[src/rtl/pbp_pkg.sv]
package pbp_pkg;

  typedef enum logic [1:0] {
    MODE_IDLE  = 2'd0,
    MODE_READ  = 2'd1,
    MODE_WRITE = 2'd2
  } mode_e;

  // strobes from control to datapath
  typedef struct packed {
    logic load;   // latch range and step from the command
    logic adv;    // one line issued (read) or stored (write)
    logic move;   // RAM output captured into the consumer register
  } strobe_t;

endpackage

[src/rtl/pbp_datapath.sv]
module pbp_datapath
  import pbp_pkg::*;
#(
  parameter int AW = 9,
  parameter int DW = 32
) (
  input  logic          clk,
  input  logic          rst,
  input  strobe_t       strb,
  input  logic [AW-1:0] cfgFirst,
  input  logic [AW-1:0] cfgLast,
  input  logic [3:0]    cfgStep,
  input  logic [DW-1:0] ramRdData,
  output logic [AW-1:0] curAddr,
  output logic          remZero,
  output logic          remLast,
  output logic [DW-1:0] outData,
  output logic          outSop,
  output logic          outEop
);

  localparam int CW = AW + 1;

  logic [CW-1:0] remCnt;
  logic [3:0]    stepReg;
  logic          firstPend;
  logic          pendSop;
  logic          pendEop;
  logic [AW-1:0] span;

  assign span    = cfgLast - cfgFirst;
  assign remZero = (remCnt == '0);
  assign remLast = (remCnt == CW'(1));

  // range sequencing
  always_ff @(posedge clk) begin
    if (rst) begin
      curAddr   <= '0;
      remCnt    <= '0;
      stepReg   <= 4'd1;
      firstPend <= 1'b0;
      pendSop   <= 1'b0;
      pendEop   <= 1'b0;
    end else if (strb.load) begin
      curAddr   <= cfgFirst;
      remCnt    <= CW'(span) + CW'(1);
      stepReg   <= cfgStep;
      firstPend <= 1'b1;
    end else if (strb.adv) begin
      curAddr   <= curAddr + AW'(stepReg);
      remCnt    <= remCnt - CW'(1);
      pendSop   <= firstPend;
      pendEop   <= remLast;
      firstPend <= 1'b0;
    end
  end

  // consumer-side holding register
  always_ff @(posedge clk) begin
    if (rst) begin
      outData <= '0;
      outSop  <= 1'b0;
      outEop  <= 1'b0;
    end else if (strb.move) begin
      outData <= ramRdData;
      outSop  <= pendSop;
      outEop  <= pendEop;
    end
  end

endmodule

[src/rtl/pbp_ctrl.sv]
module pbp_ctrl
  import pbp_pkg::*;
(
  input  logic    clk,
  input  logic    rst,
  input  logic    go,
  input  logic    cmdClear,
  input  logic    cmdWrite,
  input  logic    cmdRead,
  input  logic    remZero,
  input  logic    remLast,
  input  logic    outEop,
  input  logic    rdRead,
  input  logic    rdError,
  input  logic    wrWrite,
  input  logic    wrSop,
  input  logic    wrEop,
  output strobe_t strb,
  output logic    ramEn,
  output logic    ramWe,
  output logic    rdReady,
  output logic    wrReady,
  output logic    done,
  output logic    error
);

  mode_e mode, modeNext;
  logic  pending;   // a fetched line sits on the RAM output
  logic  outValid;  // a line sits in the consumer register

  logic consume, rdAbort, rdFinish, room, issue, move;
  logic accept, badWord, store, wrFinish, load;

  always_comb begin
    consume  = (mode == MODE_READ) && outValid && rdRead && !go;
    rdAbort  = consume && rdError;
    rdFinish = consume && !rdError && outEop;
    room     = !pending || !outValid || consume;
    issue    = (mode == MODE_READ) && !go && !remZero && !rdAbort && room;
    move     = (mode == MODE_READ) && !go && pending && !rdAbort &&
               (!outValid || consume);
    accept   = (mode == MODE_WRITE) && wrWrite && !go;
    badWord  = accept && wrSop && wrEop;
    store    = accept && !badWord;
    wrFinish = store && (wrEop || remLast);
    load     = go && !cmdClear && (cmdWrite || cmdRead);
  end

  always_comb begin
    modeNext = mode;
    if (go) begin
      if (cmdClear)      modeNext = MODE_IDLE;
      else if (cmdWrite) modeNext = MODE_WRITE;
      else if (cmdRead)  modeNext = MODE_READ;
      else               modeNext = MODE_IDLE;
    end else if (rdAbort || rdFinish || badWord || wrFinish) begin
      modeNext = MODE_IDLE;
    end
  end

  always_ff @(posedge clk) begin
    if (rst) begin
      mode     <= MODE_IDLE;
      pending  <= 1'b0;
      outValid <= 1'b0;
      done     <= 1'b0;
      error    <= 1'b0;
    end else begin
      mode <= modeNext;
      if (go) begin
        pending  <= 1'b0;
        outValid <= 1'b0;
        done     <= 1'b0;
        error    <= 1'b0;
      end else begin
        if (rdAbort)      pending <= 1'b0;
        else if (issue)   pending <= 1'b1;
        else if (move)    pending <= 1'b0;

        if (rdAbort || rdFinish) outValid <= 1'b0;
        else if (move)           outValid <= 1'b1;
        else if (consume)        outValid <= 1'b0;

        if (rdFinish || wrFinish) done  <= 1'b1;
        if (rdAbort || badWord)   error <= 1'b1;
      end
    end
  end

  assign strb.load = load;
  assign strb.adv  = issue || store;
  assign strb.move = move;
  assign ramEn     = issue || store;
  assign ramWe     = store;
  assign rdReady   = outValid;
  assign wrReady   = (mode == MODE_WRITE);

endmodule

[src/rtl/pkt_buf_port.sv]
module pkt_buf_port
  import pbp_pkg::*;
#(
  parameter int AW = 9,
  parameter int DW = 32
) (
  input  logic          clk,
  input  logic          rst,
  input  logic [31:0]   ctrlWord,
  input  logic          go,
  output logic          done,
  output logic          error,
  output logic          ramEn,
  output logic          ramWe,
  output logic [AW-1:0] ramAddr,
  output logic [DW-1:0] ramWrData,
  input  logic [DW-1:0] ramRdData,
  input  logic [DW-1:0] wrData,
  input  logic [3:0]    wrFlags,
  input  logic          wrWrite,
  output logic          wrReady,
  output logic [DW-1:0] rdData,
  output logic [3:0]    rdFlags,
  output logic          rdReady,
  input  logic          rdRead,
  input  logic          rdError
);

  localparam int LAST_LSB = AW;
  localparam int STEP_LSB = 2 * AW;
  localparam int RD_BIT   = 2 * AW + 4;
  localparam int WR_BIT   = 2 * AW + 5;
  localparam int CLR_BIT  = 2 * AW + 6;

  strobe_t strb;
  logic    remZero, remLast, outSop, outEop;
  logic    unusedBits;

  assign unusedBits = ^{ctrlWord[31:CLR_BIT+1], wrFlags[3:2]};

  pbp_ctrl u_ctrl (
    .clk      (clk),
    .rst      (rst),
    .go       (go),
    .cmdClear (ctrlWord[CLR_BIT]),
    .cmdWrite (ctrlWord[WR_BIT]),
    .cmdRead  (ctrlWord[RD_BIT]),
    .remZero  (remZero),
    .remLast  (remLast),
    .outEop   (outEop),
    .rdRead   (rdRead),
    .rdError  (rdError),
    .wrWrite  (wrWrite),
    .wrSop    (wrFlags[0]),
    .wrEop    (wrFlags[1]),
    .strb     (strb),
    .ramEn    (ramEn),
    .ramWe    (ramWe),
    .rdReady  (rdReady),
    .wrReady  (wrReady),
    .done     (done),
    .error    (error)
  );

  pbp_datapath #(.AW(AW), .DW(DW)) u_dp (
    .clk       (clk),
    .rst       (rst),
    .strb      (strb),
    .cfgFirst  (ctrlWord[AW-1:0]),
    .cfgLast   (ctrlWord[LAST_LSB +: AW]),
    .cfgStep   (ctrlWord[STEP_LSB +: 4]),
    .ramRdData (ramRdData),
    .curAddr   (ramAddr),
    .remZero   (remZero),
    .remLast   (remLast),
    .outData   (rdData),
    .outSop    (outSop),
    .outEop    (outEop)
  );

  assign ramWrData = wrData;
  assign rdFlags   = rdReady ? {2'b00, outEop, outSop} : 4'b0000;

endmodule

[config.mk]
export PLATFORM = sky130hd
export DESIGN_NAME = pkt_buf_port
export DESIGN_NICKNAME = d
export VERILOG_FILES = /design/src/rtl/pbp_pkg.sv /design/src/rtl/pbp_datapath.sv /design/src/rtl/pbp_ctrl.sv /design/src/rtl/pkt_buf_port.sv
export SDC_FILE = /design/constraint.sdc
export NUM_CORES = 1
export LEC_CHECK = 0
export CAP_MARGIN = 40
export CORE_MARGIN = 2
export CORE_UTILIZATION = 44
export CTS_CLUSTER_SIZE = 30
export DETAILED_ROUTE_END_ITERATION = 6
export PLACE_DENSITY_LB_ADDON = 0.12
export SYNTH_ARGS = -nofsm -noshare
export SYNTH_HDL_FRONTEND = slang
export SYNTH_SLANG_ARGS = --single-unit
[constraint.sdc]
create_clock -name clk -period 4.3 [get_ports clk]
set_input_delay 0.43 -clock clk [delete_from_list [all_inputs] [get_ports clk]]
set_output_delay 0.43 -clock clk [all_outputs]
set_load 0.02 [all_outputs]
# --- Word level (Yosys, flattened, before mapping) ---
# Index checks and enable logic that the tools add are counted.
op_classes:
  addsub: 4
  multipliers: 0
  n_div: 0
  n_lt_le_gt_ge: 0
  n_eq_ne: 3
  shift: 0
  muxes: 16
  bitwise: 1
  n_reduce_logical: 49
ops:
  columns: ["op", "n"]
  rows:
  - ["$logic_and A1 B1 Y1", 21]
  - ["$mux W10", 2]
  - ["$mux W9", 2]
  - ["$logic_or A1 B1 Y1", 11]
  - ["$add A9 B1 Y10 const B", 1]
  - ["$eq A10 B1 Y1 const B", 1]
  - ["$logic_not A10 Y1", 1]
  - ["$mux W2", 5]
  - ["$sub A10 B1 Y10 const B", 1]
  - ["$add A9 B4 Y9", 1]
  - ["$sub A9 B9 Y9", 1]
  - ["$logic_not A1 Y1", 8]
  - ["$reduce_bool A2 Y1", 4]
  - ["$mux W1", 7]
  - ["$reduce_or A3 Y1", 2]
  - ["$eq A2 B1 Y1 const B", 1]
  - ["$eq A2 B2 Y1 const B", 1]
  - ["$reduce_and A2 Y1", 1]
  - ["$reduce_or A2 Y1", 1]
  - ["$not A1 Y1", 1]
totals:
  ff_bits: 66
  latch_bits: 0
  mem_bits_rw: 0
  mem_bits_ro: 0
  inputBits: 106
  output_inout_bits: 83
  memories: 0

# --- Logic depth before layout (Yosys ltp) ---
depth:
  depth_word: 11
  depth_mapped: 11

# --- Hierarchy ---
# A second synthesis with hierarchy kept.
hier_totals:
  cells_unflattened: 452
  hier_area_um2: 3935.0
by_module_without_submodules:
  columns: ["mod", "instances", "cells_per_inst", "area_per_inst_um2"]
  rows:
  - ["pbp_datapath", 1, 361, 3255.6]
  - ["pbp_ctrl", 1, 54, 407.9]
  - ["pkt_buf_port", 1, 37, 271.5]

# --- Worst setup path after synthesis ---
# Ideal clock, no wire load.
synth_timing:
  path_kind: "input-to-reg"
  from: "input port ctrlWord[9]"
  to: "register u_dp.remCnt[9]"
  t_arrival_ps: 2297
  t_required_ps: 4197
  setup_slack_ps: 1900
  cell_stages: 11
  path_buffers: 0
  path_cell_list: "inv_1 ha_1 inv_1 fa_1 a21o_1 a21oi_2 nor4b_2 o32a_2 and3_4 a31oi_1 a2111oi_2"
synth_via:
  elab_chain_len: 3
synth_lines:
  columns: ["item", "line", "source"]
  rows:
  - ["from (decl)", "pkt_buf_port.sv:9", "input logic [31:0] ctrlWord,"]
  - ["$sub A9 B9 Y9", "pbp_datapath.sv:31", "assign span = cfgLast - cfgFirst;"]
  - ["$add A9 B1 Y10", "pbp_datapath.sv:46", "remCnt <= CW'(span) + CW'(1);"]
  - ["$mux W10", "pbp_datapath.sv:44", "end else if (strb.load) begin"]
  - ["to (signal assigned)", "pbp_datapath.sv:46", null]
  - ["to (signal assigned)", "pbp_datapath.sv:51", "remCnt <= remCnt - CW'(1);"]
  - ["to (decl)", "pbp_datapath.sv:24", "logic [CW-1:0] remCnt;"]
# No other way between the ends.
# A chain may end at the register's enable or synchronous reset.

# --- Final worst setup path ---
layout_timing:
  from: "input port go"
  to: "output port ramEn"
layout_via:
  elab_chain_len: 7
  word_cells_on_any_way: 15
  cone_classes: "15 x reduce/logical"
layout_lines:
  columns: ["item", "line", "source"]
  rows:
  - ["from (decl)", "pkt_buf_port.sv:10", "input logic go,"]
  - ["$logic_not A1 Y1 (*)", "pbp_ctrl.sv:35, pbp_ctrl.sv:39, pbp_ctrl.sv:42", null]
  - ["$logic_and A1 B1 Y1, on equally long branches", "pbp_ctrl.sv:35, pbp_ctrl.sv:42", null]
  - ["$logic_and A1 B1 Y1, on equally long branches", "pbp_ctrl.sv:36, pbp_ctrl.sv:43", null]
  - ["$logic_not A1 Y1 / $logic_and A1 B1 Y1 (equally long branches)", "pbp_ctrl.sv:39, pbp_ctrl.sv:43", null]
  - ["$logic_and A1 B1 Y1 / $logic_not A1 Y1 (equally long branches)", "pbp_ctrl.sv:39, pbp_ctrl.sv:44", null]
  - ["$logic_and A1 B1 Y1, on equally long branches", "pbp_ctrl.sv:39, pbp_ctrl.sv:44", null]
  - ["$logic_or A1 B1 Y1 (*)", "pbp_ctrl.sv:93", "assign ramEn = issue || store;"]
  - ["to (decl)", "pkt_buf_port.sv:13", "output logic ramEn,"]
# Mark *: on every way between the ends. The rest lies on a longest branch, timed or not.

==> results.cfg <==
[sta]
skew_ps = 11.0
slew-limit-headroom_pct = 63.1
fin_crit_sh_pct = 67.2
hold_ws_ps = 446
hold_violations = 0
fmax_mhz = 346
rsz0062_at_grt = no
worst_slew_pin_slew_ps = 553
setup_violations = 0
drv_slew = 0
min_period_ps = 2890
fin_setup_tns_ps = 0

[cells_and_area]
final_core_util_pct = 60.3
final_net_count = 677
antenna_cells = 0
areaGrowthSynthToFinish_pct = 31.8
fillers = 773
layout.cells.non_filler = 663
drive_gt1_share_pct = 7.89
final-seq-area_um2 = 1320
multi_input_area_um2 = 2040

[synthesis]
synthesis.instances = 477
synth_edf_count = 0
yosysWarnings = 0
yosys.area.top_type = dfxtp_1
synthTopCellsByArea = dfxtp_1 (35%), nand2_1 (9.5%), a21oi_1 (7.0%), buf_4 (6.7%), ha_1 (5.3%)
synth_cell_types = 63
synth_top_area_share_pct = 34.8
ys_seq_area_share_pct = 34.8
syn_area_per_cell_um2 = 7.95
ys_seq_elements = 66
synth_ff_type = dfxtp_1
synthArstFlopShare_pct = 0
netlist_area_um2 = 3790

[die]
die_w_um = 96.9
initial_core_util_pct = 45.7
dieArea_um2 = 9380
core_um2 = 8300
die_y_um = 96.9
row_count = 33
design.portCount = 189

[clocking]
cts.reportedPaths.clkPinSlew_ps = 80
cts_buffers = 9
cts_resized = 0
clock_path_buffers = 2
htree_levels = 3
clock_sinks = 66
post_cts_buffers = 0
cts-hold-fix-buffers = 0
cts_tree = yes
clkLatencyLatePin_ps = 350
root_buffer = clkbuf_8

[worst_setup_path]
r2r_start = u_dp.curAddr[0]$_SDFFE_PP0P_
startpoint = go
cpPeakStageDelay_ps = 630
crit_fanout = 19
cpMaxStageDelayCell = clkdlybuf4s50_1
critPathLaunchType = input pin
critical_path.cell_chain = clkdlybuf4s50_1 -> nor3b_2 -> o211ai_1 -> o21a_4 -> clkinv_4 -> clkdlybuf4s50_1
critPathArrivalTime_ps = 2460
required_ps = 3870
cp-end-kind = primary output
path_class = in2out
crit_top_cell = clkdlybuf4s50_1

[detailed_routing]
wire_per_inst_um = 13.7
drt_wl_total_um = 9110
num_vias = 3383
ant_nets = 0
drc = 0
routed_via_density = 5.10
drtIter0Drc = 130
drtPass1Iterations = 4

[global_routing]
overflow = 0
antenna_found_initial = 0
grt_max_degree = 35
grt_pass1_vias = 3282
gr-usage-all-layers_pct = 19.4
grt_pass1_wl_um = 15400

[place]
gp_congestion = 0.792
dp.cells = 647
hpwl_um = 6740
numPortBuffers = 113

[power_and_ir_drop]
p_leak_nw = 1.82
power_per_cell_area_nw_per_um2 = 307
ir_drop_v = 0.000219
total_power_mw = 1.54

[flow_run]
drv_cap = 0

[status]
status = finished, final reports clean

[min_path]
hold_class = reg2reg
hp-start = u_dp.pendSop$_SDFFE_PP0P_
[sequential cells by signal, summed over array words and instances (netlist names), 2 cells and up]
register and count:
u_dp.outData 32, u_dp.stepReg 4, u_dp.remCnt 10, u_ctrl.mode 2
u_dp.curAddr 9
[path summary, 6_finish.rpt]
path                                  end  slack [ps]  cells after the start
min              u_dp.outSop$_SDFFE_PP0P_         450                      2
max                                 ramEn        1410                      6
max reg2reg  u_dp.curAddr[8]$_SDFFE_PP0P_        2090                     10
min reg2reg      u_dp.outSop$_SDFFE_PP0P_         450                      2
[placed cells by master, fill, tap and decap left out, types with 3 or more instances in the layout]
cell / instances
clkbuf_8: 10
a221oi_1: 3
xor2_1: 5
dfxtp_1: 66
a22oi_1: 3
nor2b_1: 5
a211oi_1: 5
nor3_1: 14
o21ai_0: 14
o21a_1: 8
nand2_1: 96
a21oi_1: 53
nor2_1: 24
and3_1: 3
ha_1: 16
clkdlybuf4s50_1: 112
buf_4: 5
inv_6: 3
and2_1: 5
nand3_1: 12
inv_1: 20
xnor2_1: 13
a31oi_1: 3
[cell type report]
| class | instances | share of cell area, % |
|---|---|---|
| multi-input cells | 336 | 40.8 |
| inverters | 21 | 1.68 |
| clock buffers | 10 | 2.75 |
| flip-flops and latches | 66 | 26.4 |
| repair buffers | 119 | 23.8 |
| well taps | 105 | 2.63 |
| clock inverters | 6 | 1.90 |
[where the power goes]
group          leakage [nW]  internal (mW)  switching (mW)  total [mW]
logic                  1.16          0.145           0.138       0.283
registers             0.535          0.627          0.0161       0.643
clock network         0.118          0.349           0.261       0.611
total                  1.82           1.12           0.415        1.54
[cell usage after synthesis, types with 2 or more instances]
master and instances:
a211oi_1 5, and3_1 3, nor2b_1 5, buf_4 34
fa_1 2, a221oi_1 3, o211a_1 2, nand2_1 96
a21oi_1 53, ha_1 16, nand4b_1 2, nor3_1 14
nand3_1 12, xor2_1 5, and2_1 5, nand3b_1 2
nor3b_1 2, a22oi_1 3, and4_1 2, inv_1 20
dfxtp_1 66, a211oi_2 2, clkbuf_1 12, a31oi_1 3
buf_2 8, a21o_1 2, a2111oi_0 2, a311oi_1 2
o21a_1 8, o21ai_0 14, a21oi_2 2, xnor2_1 13
o211ai_1 2, nor2_2 2, nor2_1 24, nand4_1 2
[metrics by stage]
step	cell area (µm²)	worst slack (ps)
global route	5000	1290
detailed placement	4770	1180
finish	5000	1410
global placement	4740	1240
floorplan	3800	1900
CTS	5000	1410
[layer usage]
metal,part of all wire [%],GRT usage [%]
met4,1.9,7.04
met2,45,31.1
met5,0,0
met3,6.9,6.50
met1,46,24.4
[cells by family after synthesis]
family                   Yosys count  share of synthesized area (%)
AO/OA/AOI/OAI                    114                           19.5
multiplexers                       2                          0.660
buffers and inverters             76                           11.5
adder cells (fa/ha/maj)           18                           6.33
flip-flops                        66                           34.8
other                              1                         0.0988
XOR/XNOR                          18                           4.16
AND/OR/NAND/NOR                  182                           23.0
[worst max-delay path: cells and delay by family]
kind / cells / cell delay (ps)
and+or+nand+nor: 1 / 260
AOI/OAI and AO/OA: 2 / 420
buffers and inverters: 3 / 1340
Note: power is estimated with default switching activity, not from simulation.
